`config.mk`:
```
export PLATFORM = sky130hd
export DESIGN_NAME = pxp_expander
export DESIGN_NICKNAME = d
export VERILOG_FILES = /design/src/rtl/pxp_pkg.sv /design/src/rtl/pxp_deglitch.sv /design/src/rtl/pxp_busev.sv /design/src/rtl/pxp_engine.sv /design/src/rtl/pxp_expander.sv
export SDC_FILE = /design/constraint.sdc
export NUM_CORES = 1
export LEC_CHECK = 0
export BUFFER_PORTS_ARGS = -buffer_cell sky130_fd_sc_hd__clkbuf_2
export CORE_MARGIN = 1
export CORE_UTILIZATION = 40
export CTS_BUF_LIST = sky130_fd_sc_hd__clkbuf_2 sky130_fd_sc_hd__clkbuf_4 sky130_fd_sc_hd__clkbuf_8
export DETAILED_ROUTE_END_ITERATION = 8
export RECOVER_POWER = 25
export SETUP_SLACK_MARGIN = 0.5
export SYNTH_ARGS = -nofsm -noshare
export SYNTH_HDL_FRONTEND = slang
export SYNTH_HIERARCHICAL = 1
export SYNTH_SLANG_ARGS = --single-unit
```
`constraint.sdc`:
```
create_clock -name clk -period 2.2 [get_ports clk]
set_clock_uncertainty 0.2 [all_clocks]
set_input_delay 0.11 -clock clk [delete_from_list [all_inputs] [get_ports clk]]
set_output_delay 0.11 -clock clk [all_outputs]
set_load 0.005 [all_outputs]
```
`src/rtl/pxp_pkg.sv`:
```
`timescale 1ns/1ps
package pxp_pkg;

    localparam int BYTE_W = 8;
    localparam int SEL_W  = 4;
    localparam logic [2:0] ADDR_FIXED = 3'b101;

    typedef enum logic [2:0] {
        ST_IDLE,
        ST_ADDR,
        ST_ADDR_ACK,
        ST_WR_BIT,
        ST_WR_ACK,
        ST_RD_BIT,
        ST_RD_ACK
    } px_state_e;

    typedef struct packed {
        logic start;
        logic stop;
        logic rise;
        logic fall;
        logic sda;
    } bus_ev_t;

    function automatic logic addr_hit(input logic [BYTE_W-1:0] frame,
                                      input logic [SEL_W-1:0]  sel);
        return frame[BYTE_W-1:1] == {ADDR_FIXED, sel};
    endfunction

endpackage

```
`src/rtl/pxp_deglitch.sv`:
```
`timescale 1ns/1ps
module pxp_deglitch #(
    parameter int   SYNC_STAGES = 2,
    parameter int   FILT_CYC    = 4,
    parameter logic RST_VAL     = 1'b1
) (
    input  logic clk,
    input  logic rst,
    input  logic d_in,
    output logic d_sync,
    output logic d_flt
);
    localparam int CW = (FILT_CYC < 2) ? 1 : $clog2(FILT_CYC + 1);
    localparam logic [CW-1:0] CNT_LAST = CW'(FILT_CYC - 1);

    logic [SYNC_STAGES-1:0] sh;
    logic [CW-1:0]          cnt;

    always_ff @(posedge clk) begin
        if (rst) sh <= {SYNC_STAGES{RST_VAL}};
        else     sh <= {sh[SYNC_STAGES-2:0], d_in};
    end

    assign d_sync = sh[SYNC_STAGES-1];

    // New level is accepted only after FILT_CYC consecutive disagreeing samples
    always_ff @(posedge clk) begin
        if (rst) begin
            cnt   <= '0;
            d_flt <= RST_VAL;
        end else if (d_sync == d_flt) begin
            cnt <= '0;
        end else if (cnt == CNT_LAST) begin
            cnt   <= '0;
            d_flt <= d_sync;
        end else begin
            cnt <= cnt + 1'b1;
        end
    end
endmodule

```
`src/rtl/pxp_busev.sv`:
```
`timescale 1ns/1ps
module pxp_busev
    import pxp_pkg::*;
(
    input  logic    clk,
    input  logic    rst,
    input  logic    scl_f,
    input  logic    sda_f,
    output bus_ev_t ev
);
    logic scl_d, sda_d;

    always_ff @(posedge clk) begin
        if (rst) begin
            scl_d <= 1'b1;
            sda_d <= 1'b1;
        end else begin
            scl_d <= scl_f;
            sda_d <= sda_f;
        end
    end

    always_comb begin
        ev.start = scl_f & scl_d &  sda_d & ~sda_f;
        ev.stop  = scl_f & scl_d & ~sda_d &  sda_f;
        ev.rise  = scl_f & ~scl_d;
        ev.fall  = ~scl_f & scl_d;
        ev.sda   = sda_f;
    end
endmodule

```
`src/rtl/pxp_engine.sv`:
```
`timescale 1ns/1ps
module pxp_engine
    import pxp_pkg::*;
(
    input  logic              clk,
    input  logic              rst,
    input  logic              ifr_n,
    input  bus_ev_t           ev,
    input  logic [SEL_W-1:0]  addr_sel,
    input  logic [BYTE_W-1:0] pwrup_val,
    input  logic [BYTE_W-1:0] pins_in,
    output logic [BYTE_W-1:0] port_q,
    output logic              sda_drive_low,
    output px_state_e         st
);
    localparam logic [3:0] LAST_BIT = 4'(BYTE_W);

    logic [3:0]        bitcnt;
    logic [BYTE_W-1:0] rx_sh;
    logic [BYTE_W-1:0] tx_sh;
    logic              rd_dir;
    logic              m_ack;

    always_ff @(posedge clk) begin
        if (rst) begin
            st            <= ST_IDLE;
            bitcnt        <= '0;
            rx_sh         <= '0;
            tx_sh         <= '0;
            rd_dir        <= 1'b0;
            m_ack         <= 1'b0;
            sda_drive_low <= 1'b0;
            port_q        <= pwrup_val;
        end else if (!ifr_n) begin
            st            <= ST_IDLE;
            bitcnt        <= '0;
            sda_drive_low <= 1'b0;
        end else if (ev.stop) begin
            st            <= ST_IDLE;
            sda_drive_low <= 1'b0;
        end else if (ev.start) begin
            st            <= ST_ADDR;
            bitcnt        <= '0;
            sda_drive_low <= 1'b0;
        end else begin
            unique case (st)
                ST_IDLE: ;
                ST_ADDR: begin
                    if (ev.rise) begin
                        rx_sh  <= {rx_sh[BYTE_W-2:0], ev.sda};
                        bitcnt <= bitcnt + 4'd1;
                    end else if (ev.fall && bitcnt == LAST_BIT) begin
                        if (addr_hit(rx_sh, addr_sel)) begin
                            st            <= ST_ADDR_ACK;
                            rd_dir        <= rx_sh[0];
                            sda_drive_low <= 1'b1;
                        end else begin
                            st <= ST_IDLE;
                        end
                    end
                end
                ST_ADDR_ACK: begin
                    if (ev.rise && rd_dir) begin
                        tx_sh <= pins_in;
                    end else if (ev.fall) begin
                        bitcnt <= '0;
                        if (rd_dir) begin
                            st            <= ST_RD_BIT;
                            sda_drive_low <= ~tx_sh[BYTE_W-1];
                        end else begin
                            st            <= ST_WR_BIT;
                            sda_drive_low <= 1'b0;
                        end
                    end
                end
                ST_WR_BIT: begin
                    if (ev.rise) begin
                        rx_sh  <= {rx_sh[BYTE_W-2:0], ev.sda};
                        bitcnt <= bitcnt + 4'd1;
                    end else if (ev.fall && bitcnt == LAST_BIT) begin
                        port_q        <= rx_sh;
                        sda_drive_low <= 1'b1;
                        st            <= ST_WR_ACK;
                    end
                end
                ST_WR_ACK: begin
                    if (ev.fall) begin
                        sda_drive_low <= 1'b0;
                        bitcnt        <= '0;
                        st            <= ST_WR_BIT;
                    end
                end
                ST_RD_BIT: begin
                    if (ev.rise) begin
                        bitcnt <= bitcnt + 4'd1;
                    end else if (ev.fall) begin
                        if (bitcnt == LAST_BIT) begin
                            sda_drive_low <= 1'b0;
                            st            <= ST_RD_ACK;
                        end else begin
                            tx_sh         <= {tx_sh[BYTE_W-2:0], 1'b0};
                            sda_drive_low <= ~tx_sh[BYTE_W-2];
                        end
                    end
                end
                ST_RD_ACK: begin
                    if (ev.rise) begin
                        m_ack <= ~ev.sda;
                        if (!ev.sda) tx_sh <= pins_in;
                    end else if (ev.fall) begin
                        if (m_ack) begin
                            st            <= ST_RD_BIT;
                            bitcnt        <= '0;
                            sda_drive_low <= ~tx_sh[BYTE_W-1];
                        end else begin
                            st <= ST_IDLE;
                        end
                    end
                end
                default: st <= ST_IDLE;
            endcase
        end
    end
endmodule

```
`src/rtl/pxp_expander.sv`:
```
`timescale 1ns/1ps
module pxp_expander
    import pxp_pkg::*;
#(
    parameter int SYNC_STAGES = 2,
    parameter int FILT_CYC    = 4
) (
    input  logic              clk,
    input  logic              rst,
    input  logic              bus_rst_n,
    input  logic              scl_in,
    input  logic              sda_in,
    output logic              sda_drive_low,
    input  logic [SEL_W-1:0]  addr_sel,
    input  logic [BYTE_W-1:0] pwrup_val,
    input  logic [BYTE_W-1:0] pins_in,
    output logic [BYTE_W-1:0] port_q
);
    localparam int N_LINES = 2;
    localparam int IDX_SCL = 1;
    localparam int IDX_SDA = 0;

    logic [N_LINES-1:0] raw_v;
    logic [N_LINES-1:0] sync_v;
    logic [N_LINES-1:0] flt_v;
    logic [SYNC_STAGES-1:0] ifr_sh;
    logic      ifr_n;
    bus_ev_t   bus_ev;
    px_state_e st;

    assign raw_v = {scl_in, sda_in};

    for (genvar g = 0; g < N_LINES; g++) begin : g_line
        pxp_deglitch #(
            .SYNC_STAGES (SYNC_STAGES),
            .FILT_CYC    (FILT_CYC),
            .RST_VAL     (1'b1)
        ) u_flt (
            .clk    (clk),
            .rst    (rst),
            .d_in   (raw_v[g]),
            .d_sync (sync_v[g]),
            .d_flt  (flt_v[g])
        );
    end

    // Interface reset is brought into the clock domain before use
    always_ff @(posedge clk) begin
        if (rst) ifr_sh <= '0;
        else     ifr_sh <= {ifr_sh[SYNC_STAGES-2:0], bus_rst_n};
    end
    assign ifr_n = ifr_sh[SYNC_STAGES-1];

    pxp_busev u_ev (
        .clk   (clk),
        .rst   (rst),
        .scl_f (flt_v[IDX_SCL]),
        .sda_f (flt_v[IDX_SDA]),
        .ev    (bus_ev)
    );

    pxp_engine u_eng (
        .clk           (clk),
        .rst           (rst),
        .ifr_n         (ifr_n),
        .ev            (bus_ev),
        .addr_sel      (addr_sel),
        .pwrup_val     (pwrup_val),
        .pins_in       (pins_in),
        .port_q        (port_q),
        .sda_drive_low (sda_drive_low),
        .st            (st)
    );
endmodule

```
### Word-level counts from Yosys, hierarchy flattened

Cells that the tools add are included.

| word-level totals | value |
|---|---|
| register bits after elaboration | 50 |
| bits of input ports | 25 |
| output and inout bits | 9 |
| word-level logic and storage cells | 171 |

| operators by class | value |
|---|---|
| $add $sub $neg | 3 |
| equal/unequal tests | 48 |
| mux-type cells | 55 |
| bitwise gates (word level) | 20 |
| reduce and logical (&&, ||, !) cells | 27 |

Operator list:

| kind | number |
|---|---|
| 2-to-1 mux 8 bit | 13 |
| 2-to-1 mux 3 bit | 14 |
| 2-to-1 mux 4 bit | 7 |
| AND reduction 13 bit | 2 |
| inequality test 3 x 2 -> 1 bit, second input constant | 8 |
| case mux 8 bit (3 select lines) | 1 |
| inequality test 2 x 1 -> 1 bit, second input constant | 11 |
| inequality test 2 bit, second input constant | 11 |
| case mux 3 bit (7 select lines) | 1 |
| 2-to-1 mux 1 bit | 16 |
| case mux 4 bit (4 select lines) | 1 |
| inequality test 3 bit, second input constant | 5 |
| AND reduction 14 bit | 1 |
| AND reduction 7 bit | 2 |
| NOT 1 bit | 13 |
| == test 3 x 2 -> 1 bit, second input constant | 4 |
| OR reduction 3 bit | 4 |
| AND reduction 10 bit | 1 |
| AND reduction 5 bit | 2 |
| == test 3 bit, second input constant | 3 |
| bitwise AND 1 bit | 7 |
| == test 7 bit | 1 |
| adder 3 x 1 -> 3 bit, second input constant | 2 |
| case mux 1 bit (6 select lines) | 1 |
| 16 further kinds | 22 |

### Depth between registers and ports, before layout

Gate-level depths: netlist of run 1.

| logic depth | value |
|---|---|
| word-level depth | 10 |
| gate-level depth with buffers | 8 |
| mapped depth without buffers | 7 |

### Modules after synthesis

The synthesis of run 1 kept the hierarchy.

By module, submodules not included:

| module | instances | cells an instance | area an instance (sq um) | seq. area each (sq um) |
|---|---|---|---|---|
| pxp_engine | 1 | 208 | 1,935.6 | 760.7 |
| pxp_deglitch | 2 | 17 | 214.0 | 120.1 |
| pxp_busev | 1 | 9 | 92.6 | 40.0 |
| pxp_expander | 1 | 4 | 52.6 | 40.0 |

### Worst setup path before layout of run 1

No wires, ideal clock.

| path | value |
|---|---|
| path type | flip-flop to flip-flop |
| from | reg u_eng.bitcnt[0] |
| to | reg u_eng.tx_sh[0] |
| setup time | 67 ps |
| data arrival time | 1,793 ps |
| data required time | 1,933 ps |
| path slack | 139 ps |
| stages on the path, launching flop included | 9 |
| path buffers | 1 |
| clock period less this slack | 2,061 ps |
| cell sequence | dfxtp_1 > inv_1 > ha_1 > and3b_1 > a2bb2oi_2 > a2111o_1 > buf_6 > or2_1 > a21oi_2 |

| between the ends | value |
|---|---|
| cells in the longest elaborated chain, start to end | 3 |

RTL lines:

| element | RTL line | RTL |
|---|---|---|
| start, declared | pxp_engine.sv:18 | `logic [3:0] bitcnt;` |
| start signal, assigned | pxp_engine.sv:51 | `bitcnt <= bitcnt + 4'd1;` |
| start signal, assigned | pxp_engine.sv:79 | `bitcnt <= bitcnt + 4'd1;` |
| start signal, assigned | pxp_engine.sv:95 | `bitcnt <= bitcnt + 4'd1;` |
| == test 4 bit | pxp_engine.sv:97 | `if (bitcnt == LAST_BIT) begin` |
| inequality test 2 bit (no source line) | -- |  |
| AND reduction 10 bit (no source line) | -- |  |
| end signal, assigned | pxp_engine.sv:64 | `tx_sh <= pins_in;` |
| end signal, assigned | pxp_engine.sv:101 | `tx_sh <= {tx_sh[BYTE_W-2:0], 1'b0};` |
| end signal, assigned | pxp_engine.sv:109 | `if (!ev.sda) tx_sh <= pins_in;` |
| end, declared | pxp_engine.sv:20 | `logic [BYTE_W-1:0] tx_sh;` |

Every way passes these cells.
A chain may end at the register's enable or synchronous reset.

==> results of run 1 <==
## final cells by class
type	count	area, µm²
clock buffer	6	82.58
inverter	11	46.29
tap	75	93.84
sequential	50	1097
multi-input combinational	184	1544
clock inverter	2	38.79
fill	511	2482
timing repair buffer	83	605.6
## report_power, final
group	switching (mW)	internal (mW)	leakage [nW]
Combinational	0.0473	0.0676	1.02
Clock	0.320	0.374	0.0618
Sequential	0.00651	0.943	0.419
Total	0.374	1.38	1.50
## metrics by stage
stage                     cell area, µm²  setup WS, ns  power, mW    util  instances
after floorplan                     2561        0.3335      1.009       -        255
after detailed placement            2839       0.08192      1.060  0.4739        364
after global placement              2839        0.1237      1.057  0.4739        364
after CTS                           3385        0.1956      1.778  0.5650        403
after global routing                3508        0.1192      1.830  0.5856        411
final                               3508        0.2007      1.759  0.5856        411
## sequential cells by signal (all words and copies together), names as in the netlist
name,cells
u_eng/rx_sh,8
g_line.u_flt/d_flt,2
u_eng/sda_drive_low,1
u_eng/port_q,8
g_line.u_flt/cnt,6
u_ev/sda_d,1
u_eng/rd_dir,1
u_eng/m_ack,1
u_eng/tx_sh,8
ifr_sh,2
u_eng/bitcnt,4
g_line.u_flt/sh,4
u_ev/scl_d,1
u_eng/st,3
## worst min-delay path: stages
cell and delay, ns:
sky130_fd_sc_hd__clkbuf_2 0.08, sky130_fd_sc_hd__mux2_2 0.13, sky130_fd_sc_hd__mux2i_1 0.05, sky130_fd_sc_hd__nor2_1 0.08
## worst min-delay path by stage
stage / to / slack [ns] / cells after the start
6_report: u_eng/tx_sh[7] / -0.002 / 4
4_1_cts: u_eng/tx_sh[7] / 0.009 / 4
3_5_place_dp: g_line[0].u_flt/sh[0] / 0.09 / 2
3_3_place_gp: g_line[0].u_flt/sh[0] / 0.09 / 2
2_1_floorplan: ifr_sh[0] / -0.02 / 1
5_1_grt: u_eng/tx_sh[7] / 0.02 / 4
## cells in the mapped netlist (7+ instances only)
| cell | n | area (µm²) |
|---|---|---|
| sky130_fd_sc_hd__nor2_1 | 17 | 63.81 |
| sky130_fd_sc_hd__nor2b_1 | 17 | 106.4 |
| sky130_fd_sc_hd__nand2_1 | 17 | 63.81 |
| sky130_fd_sc_hd__mux2_2 | 7 | 78.83 |
| sky130_fd_sc_hd__dfxtp_1 | 42 | 840.8 |
| sky130_fd_sc_hd__a21o_1 | 8 | 60.06 |
| sky130_fd_sc_hd__o21ai_0 | 10 | 50.05 |
| sky130_fd_sc_hd__edfxtp_1 | 8 | 240.2 |
| sky130_fd_sc_hd__mux2i_1 | 10 | 100.1 |
| sky130_fd_sc_hd__inv_1 | 10 | 37.54 |
## cell usage in the layout, fill, tap and decap left out, types with 3 or more instances in the layout
cell type                       instances
sky130_fd_sc_hd__clkbuf_8               6
sky130_fd_sc_hd__or2_2                  4
sky130_fd_sc_hd__dfxtp_1               35
sky130_fd_sc_hd__buf_4                 27
sky130_fd_sc_hd__nand3_1                3
sky130_fd_sc_hd__mux2i_1               10
sky130_fd_sc_hd__mux2_2                 7
sky130_fd_sc_hd__nor2b_4                4
sky130_fd_sc_hd__clkbuf_2              32
sky130_fd_sc_hd__buf_6                  3
sky130_fd_sc_hd__o21ai_0                5
sky130_fd_sc_hd__a21oi_1                4
sky130_fd_sc_hd__a32o_1                 4
sky130_fd_sc_hd__dfxtp_4                3
sky130_fd_sc_hd__inv_2                  3
sky130_fd_sc_hd__o21ai_1                5
sky130_fd_sc_hd__edfxtp_1               8
sky130_fd_sc_hd__nand2_1               15
sky130_fd_sc_hd__o22a_1                 6
sky130_fd_sc_hd__or2_1                  3
sky130_fd_sc_hd__nand4_1                3
sky130_fd_sc_hd__ha_1                   5
sky130_fd_sc_hd__o211ai_1               3
sky130_fd_sc_hd__a21o_1                 8
sky130_fd_sc_hd__dfxtp_2                4
sky130_fd_sc_hd__o31ai_1                3
sky130_fd_sc_hd__xnor2_1                6
sky130_fd_sc_hd__dlygate4sd3_1         19
sky130_fd_sc_hd__nor2b_1               13
sky130_fd_sc_hd__nor4_1                 4
sky130_fd_sc_hd__nor3_1                 3
sky130_fd_sc_hd__inv_1                  7
sky130_fd_sc_hd__nor2_1                15
## routing by layer
metal | routed length, µm | global-route usage | up-vias
met5 | 0 | 0 | -
met4 | 142 | 0.07679 | 0
met3 | 377 | 0.04157 | 12
met2 | 2956 | 0.3277 | 82
met1 | 2702 | 0.2612 | 1007
li1 | - | - | 1098
## what timing repair did
action | 4_1_cts | 5_1_grt
pin swaps | 10 | 18
hold buffers | 19 | 0
buffers inserted | 10 | 8
setup endpoints to repair | 34 | 34
cloned | 2 | 0
endpoints found under the hold margin | 21 | 0
gates resized for setup | 29 | 17
## cells by family (layout without fill, tap and decap cells)
group / Yosys count / in the layout / share of synthesized area
muxes: 17 / 17 / 0.07133
AOI/OAI and AO/OA: 59 / 60 / 0.1806
and+or+nand+nor: 94 / 95 / 0.2199
buffers and inverters: 23 / 102 / 0.04638
DFF: 50 / 50 / 0.4309
xor gates and xnor gates: 6 / 6 / 0.02095
adders and majority gates: 6 / 6 / 0.02992
==> summary.md, run 1 <==
| Metric | Value |
|---|---|
| Hold Path Class | `in -> reg` |
| Buffers and inverters on the worst path | `0` |
| Setup-failing EPs final | `0` |
| Drc violations | `0` |
| CTS tree | `built` |
| Drt initial violations | `229` |
| Die Span Y | `81.20 µm` |
| Total CTS buffers | `5` |
| Ordered cell list for the critical path | `and4b_1 > nor2_4 > nand2_4 > a2111o_2 > or2_1 > a21oi_2` |
| Post-synth EDFFs | `8` |
| Worst skew pair latency | `0.31 ns` |
| Largest delay contributor family on the critical path | `simple AND/OR/NAND/NOR gates` |
| Wire length of the first global-routing pass | `10180 µm` |
| Upper clock frequency limit | `500.2 MHz` |
| Count of vias placed by the detailed router | `2199` |
| Setup slack on the worst flop-to-flop path | `0.20 ns` |
| Post-route worst hold slack | `-0.001939 ns` |
| Start of the worst register-to-register path | `g_line[1].u_flt/d_flt` |
| Count of antenna-violating nets left after detailed routing | `0` |
| Floorplan die width | `81.20 µm` |
| Global route overflow | `0` |
| Register area share after synthesis | `0.4309` |
| Row count | `28` |
| Setup crit end kind | `flop` |
| Max-capacitance violation count | `0` |
| Violations in the final reports | `negative hold slack` |
| Clock root buffer master | `sky130_fd_sc_hd__clkbuf_8` |
| Post-route fraction of the period consumed by the critical path | `0.9088` |
| Number of input and output port buffers inserted | `33` |
| Worst setup path startpoint | `g_line[1].u_flt/d_flt` |
| Hold path startpoint | `pins_in[7]` |
| Final antenna diode count | `0` |
| Mean routed wirelength per cell | `15.03 µm` |
| Gp weighted congestion | `0.8293` |
| #FFs+latches synth | `50` |
| WL final | `6179 µm` |
| Count of endpoints failing hold in the final timing report | `1` |
| Overall Global Routing Usage | `0.2016` |
| Arrival time of the worst setup path | `2.05 ns` |
| Most common flop cell mapped by yosys | `sky130_fd_sc_hd__dfxtp_1` |
| Share of flip-flops with an asynchronous set or reset | `0` |
| Synth Warn # | `6` |
| Outcome | `complete, but fails checks` |
| Initial antenna violation count | `0` |
| DRT Pass-1 Iters | `4` |
| Cell leakage power | `1.497 nW` |
| Dpl hpwl | `3869 µm` |
| Critical path depth | `6` |
| Total negative slack | `0 ns` |
| Fin crit period | `1.999 ns` |
| Max clock buf depth | `2` |
| Setup repair after global routing missed its margin | `yes` |
| Maximum fanout encountered on the critical timing path | `6` |
| Vias in the first global route | `2068` |
| Slowest library cell on the worst path | `sky130_fd_sc_hd__a2111o_2` |
| Die outline area | `6593 µm²` |
| Share of final-layout standard cells stronger than drive strength 1 | `0.3899` |
| Clock Pin Slew Worst Setup and Hold Paths | `0.09 ns` |
| Synthesis-to-layout area growth | `39.85%` |
| Max-slew headroom | `0.6509` |
| Worst r2r dst | `u_eng/tx_sh[0]` |
| Clk sink count | `50` |
| Maximum vdd ir drop | `0.5436 mV` |
| Count of pins on the block boundary | `34` |
| Largest stage delay on the critical path | `0.50 ns` |
| Number of distinct library cells after synthesis | `56` |
| Critical path type | `reg -> reg` |
| Number of instances in the synthesized netlist | `255` |
| Synthesized Nets | `286` |
| Post-layout net count | `366` |
| Actual slew at the worst max-slew pin | `0.5225 ns` |
| Total power density per cell area | `501.3 nW/µm²` |
| Required arrival time at the worst endpoint | `2.25 ns` |
| Cell area after synthesis | `2509 µm²` |
| Core region area | `5991 µm²` |
| Initial standard-cell utilization of the core | `0.4188` |
| H-tree levels | `2` |
| Mean post-synth cell area | `9.838 µm²` |
| Final max-slew violation count | `0` |
| Largest net degree at the start of global routing | `24` |
| Drt via density | `5.350` |
| Destination of the critical timing path | `u_eng/tx_sh[0]` |
| Kind of launch point of the worst setup path | `flop` |
| R2R depth | `6` |
Note: power is estimated with default switching activity, not from simulation.
==> inputs of run 2 (changes only) <==
--- a/config.mk
+++ b/config.mk
@@ -10,7 +10,7 @@
 export CORE_UTILIZATION = 40
 export CTS_BUF_LIST = sky130_fd_sc_hd__clkbuf_2 sky130_fd_sc_hd__clkbuf_4 sky130_fd_sc_hd__clkbuf_8
 export DETAILED_ROUTE_END_ITERATION = 8
-export RECOVER_POWER = 25
+export RECOVER_POWER = 50
 export SETUP_SLACK_MARGIN = 0.5
 export SYNTH_ARGS = -nofsm -noshare
 export SYNTH_HDL_FRONTEND = slang
==> run 2 against run 1 <==
Against the previous run: routed wire length increased by 0.34%; largest cell class unchanged; non-clock buffer count unchanged; utilization decreased by 0.36 points; clock power about the same; sequential cell count unchanged; sequential power about the same; via count decreased by 0.50%; maximum frequency increased by 0.14%; the run now ends clean; critical path depth unchanged; global-route usage unchanged; first-iteration DRC count increased by 7.9%; setup slack improved by 0.0029 ns.
==> summary.md, run 2 (same netlist as run 1, synthesis figures left out) <==
| Metric | Value |
|---|---|
| Overall Global Routing Usage | `0.2016 (unchanged)` |
| Met3 Use GR | `0.04157 (unchanged)` |
| Destination of the critical timing path | `u_eng/tx_sh[0]` |
| Largest registers ranked by flip-flop count | `u_eng/port_q x8, u_eng/rx_sh x8, u_eng/tx_sh x8` |
| Max-slew headroom | `0.6440 (-0.006924)` |
| Met2 Resource Use GR | `0.3277 (unchanged)` |
| Core region area | `5991 µm² (unchanged)` |
| Largest net degree at the start of global routing | `24 (unchanged)` |
| Max clock buf depth | `2 (unchanged)` |
| Clk sink count | `50 (unchanged)` |
| Drt initial violations | `247 (+7.9%)` |
| Initial antenna violation count | `0 (unchanged)` |
| Start of the worst register-to-register path | `g_line[1].u_flt/d_flt` |
| Total CTS buffers | `5 (unchanged)` |
| WL final | `6200 µm (+0.34%)` |
| Actual slew at the worst max-slew pin | `0.5329 ns (+0.01037 ns)` |
| Clock root buffer master | `sky130_fd_sc_hd__clkbuf_8` |
| Drc violations | `0 (unchanged)` |
| Setup repair after global routing missed its margin | `yes` |
| Die Span Y | `81.20 µm (unchanged)` |
| Total power density per cell area | `503.5 nW/µm² (+0.44%)` |
| Slowest library cell on the worst path | `sky130_fd_sc_hd__a2111o_2` |
| Share of final-layout standard cells stronger than drive strength 1 | `0.3631 (-0.02679)` |
| Max-capacitance violation count | `0 (unchanged)` |
| Global route overflow | `0 (unchanged)` |
| Commonest non-fill, non-tap cells in the layout | `sky130_fd_sc_hd__dfxtp_1 (35), sky130_fd_sc_hd__buf_4 (27), sky130_fd_sc_hd__clkbuf_2 (25), sky130_fd_sc_hd__dlygate4sd3_1 (19)` |
| Die outline area | `6593 µm² (unchanged)` |
| Kind of launch point of the worst setup path | `flop` |
| Maximum vdd ir drop | `0.5434 mV (about the same)` |
| CTS tree | `built` |
| Critical path depth | `6 (unchanged)` |
| Setup-failing EPs final | `0 (unchanged)` |
| Commonest non-fill, non-tap cell in the layout | `sky130_fd_sc_hd__dfxtp_1` |
| Buffers and inverters on the worst path | `0 (unchanged)` |
| Post-route fraction of the period consumed by the critical path | `0.9075 (-0.001297)` |
| Required arrival time at the worst endpoint | `2.25 ns (about the same)` |
| Worst setup path startpoint | `g_line[1].u_flt/d_flt` |
| Clock Pin Slew Worst Setup and Hold Paths | `0.09 ns (about the same)` |
| Vias in the first global route | `2068 (unchanged)` |
| Post-layout net count | `366 (unchanged)` |
| Upper clock frequency limit | `500.9 MHz (+0.14%)` |
| Largest stage delay on the critical path | `0.50 ns (about the same)` |
| Cell leakage power | `1.476 nW (-1.4%)` |
| Worst skew pair latency | `0.31 ns (about the same)` |
| DRT Pass-1 Iters | `4 (unchanged)` |
| Gp weighted congestion | `0.8293 (unchanged)` |
| Number of input and output port buffers inserted | `33 (unchanged)` |
| Critical path type | `reg -> reg` |
| Post-route worst hold slack | `0.001596 ns (+0.003535 ns)` |
| Row count | `28 (unchanged)` |
| Total negative slack | `0 ns (unchanged)` |
| Maximum fanout encountered on the critical timing path | `6 (unchanged)` |
| GR Layer Usage met1 | `0.2612 (unchanged)` |
| Floorplan die width | `81.20 µm (unchanged)` |
| Count of pins on the block boundary | `34 (unchanged)` |
| Setup slack on the worst flop-to-flop path | `0.20 ns (about the same)` |
| Grt peak-use layer | `met2` |
| Count of antenna-violating nets left after detailed routing | `0 (unchanged)` |
| Count of endpoints failing hold in the final timing report | `0 (-1)` |
| Initial standard-cell utilization of the core | `0.4188 (unchanged)` |
| Wire length of the first global-routing pass | `10180 µm (unchanged)` |
| Hold Path Class | `in -> reg` |
| Setup crit end kind | `flop` |
| R2R depth | `6 (unchanged)` |
| Largest delay contributor family on the critical path | `simple AND/OR/NAND/NOR gates` |
| Arrival time of the worst setup path | `2.05 ns (about the same)` |
| Final antenna diode count | `0 (unchanged)` |
| Synthesis-to-layout area growth | `39.00%` |
| Final max-slew violation count | `0 (unchanged)` |
| Ordered cell list for the critical path | `and4b_1 > nor2_4 > nand2_4 > a2111o_2 > or2_1 > a21oi_2` |
| Drt via density | `5.324 (-0.50%)` |
| Fin crit period | `1.996 ns (-0.002854 ns)` |
| Outcome | `finished, final reports clean` |
| H-tree levels | `2 (unchanged)` |
| Worst r2r dst | `u_eng/tx_sh[0]` |
| Dpl hpwl | `3869 µm (unchanged)` |
| Count of vias placed by the detailed router | `2188 (-0.50%)` |
| Mean routed wirelength per cell | `15.09 µm (+0.34%)` |
-- run 2: routing by layer --
layer / up-vias / share of wire
met5: - / 0
met4: 0 / 0.018
met3: 10 / 0.044
met2: 62 / 0.48
met1: 1017 / 0.45
li1: 1099 / -
-- run 2: through the flow --
stage,power [mW],cells,utilization,worst slack (ns),area (µm²)
floorplan,1.009,255,-,0.3335,2561
global placement,1.057,364,0.4739,0.1237,2839
detailed placement,1.060,364,0.4739,0.08192,2839
CTS,1.778,403,0.5650,0.1956,3385
global route,1.827,411,0.5821,0.1192,3487
finish,1.756,411,0.5821,0.2035,3487
-- run 2: timing repair --
action,CTS,global route
endpoints found under the hold margin,21,0
buffers inserted,10,8
endpoints found under the setup margin,34,34
pin swaps,10,18
resized for setup,29,17
gates cloned,2,0
hold buffers,19,0
-- run 2: worst min-delay path by stage --
| stage | slack [ns] | cells past startpoint | from | endpoint |
|---|---|---|---|---|
| finish | 0.002 | 4 | pins_in[7] | u_eng/tx_sh[7] |
| global route | 0.02 | 4 | pins_in[7] | u_eng/tx_sh[7] |
| CTS | 0.009 | 4 | pins_in[7] | u_eng/tx_sh[7] |
| detailed placement | 0.09 | 2 | sda_in | g_line[0].u_flt/sh[0] |
| global placement | 0.09 | 2 | sda_in | g_line[0].u_flt/sh[0] |
| floorplan | -0.02 | 1 | rst | ifr_sh[0] |
-- run 2: power breakdown --
part	internal, mW	switching (mW)
combinational	0.0650	0.0471
clock	0.374	0.320
sequential	0.943	0.00656
-- run 2: cell type report --
class	count	area, µm²
clock inverter	2	38.79
clock buffer	6	82.58
tap	75	93.84
inverter	11	46.29
timing repair buffer	83	596.8
multi-input combinational	184	1531
fill	519	2504
sequential	50	1097
-- run 2: worst reg2reg max path: stages, from the launching register on --
cell and delay (ns):
sky130_fd_sc_hd__dfxtp_4 0.38, sky130_fd_sc_hd__and4b_1 0.28, sky130_fd_sc_hd__nor2_4 0.15, sky130_fd_sc_hd__nand2_4 0.09
sky130_fd_sc_hd__a2111o_2 0.50, sky130_fd_sc_hd__or2_1 0.25, sky130_fd_sc_hd__a21oi_2 0.10
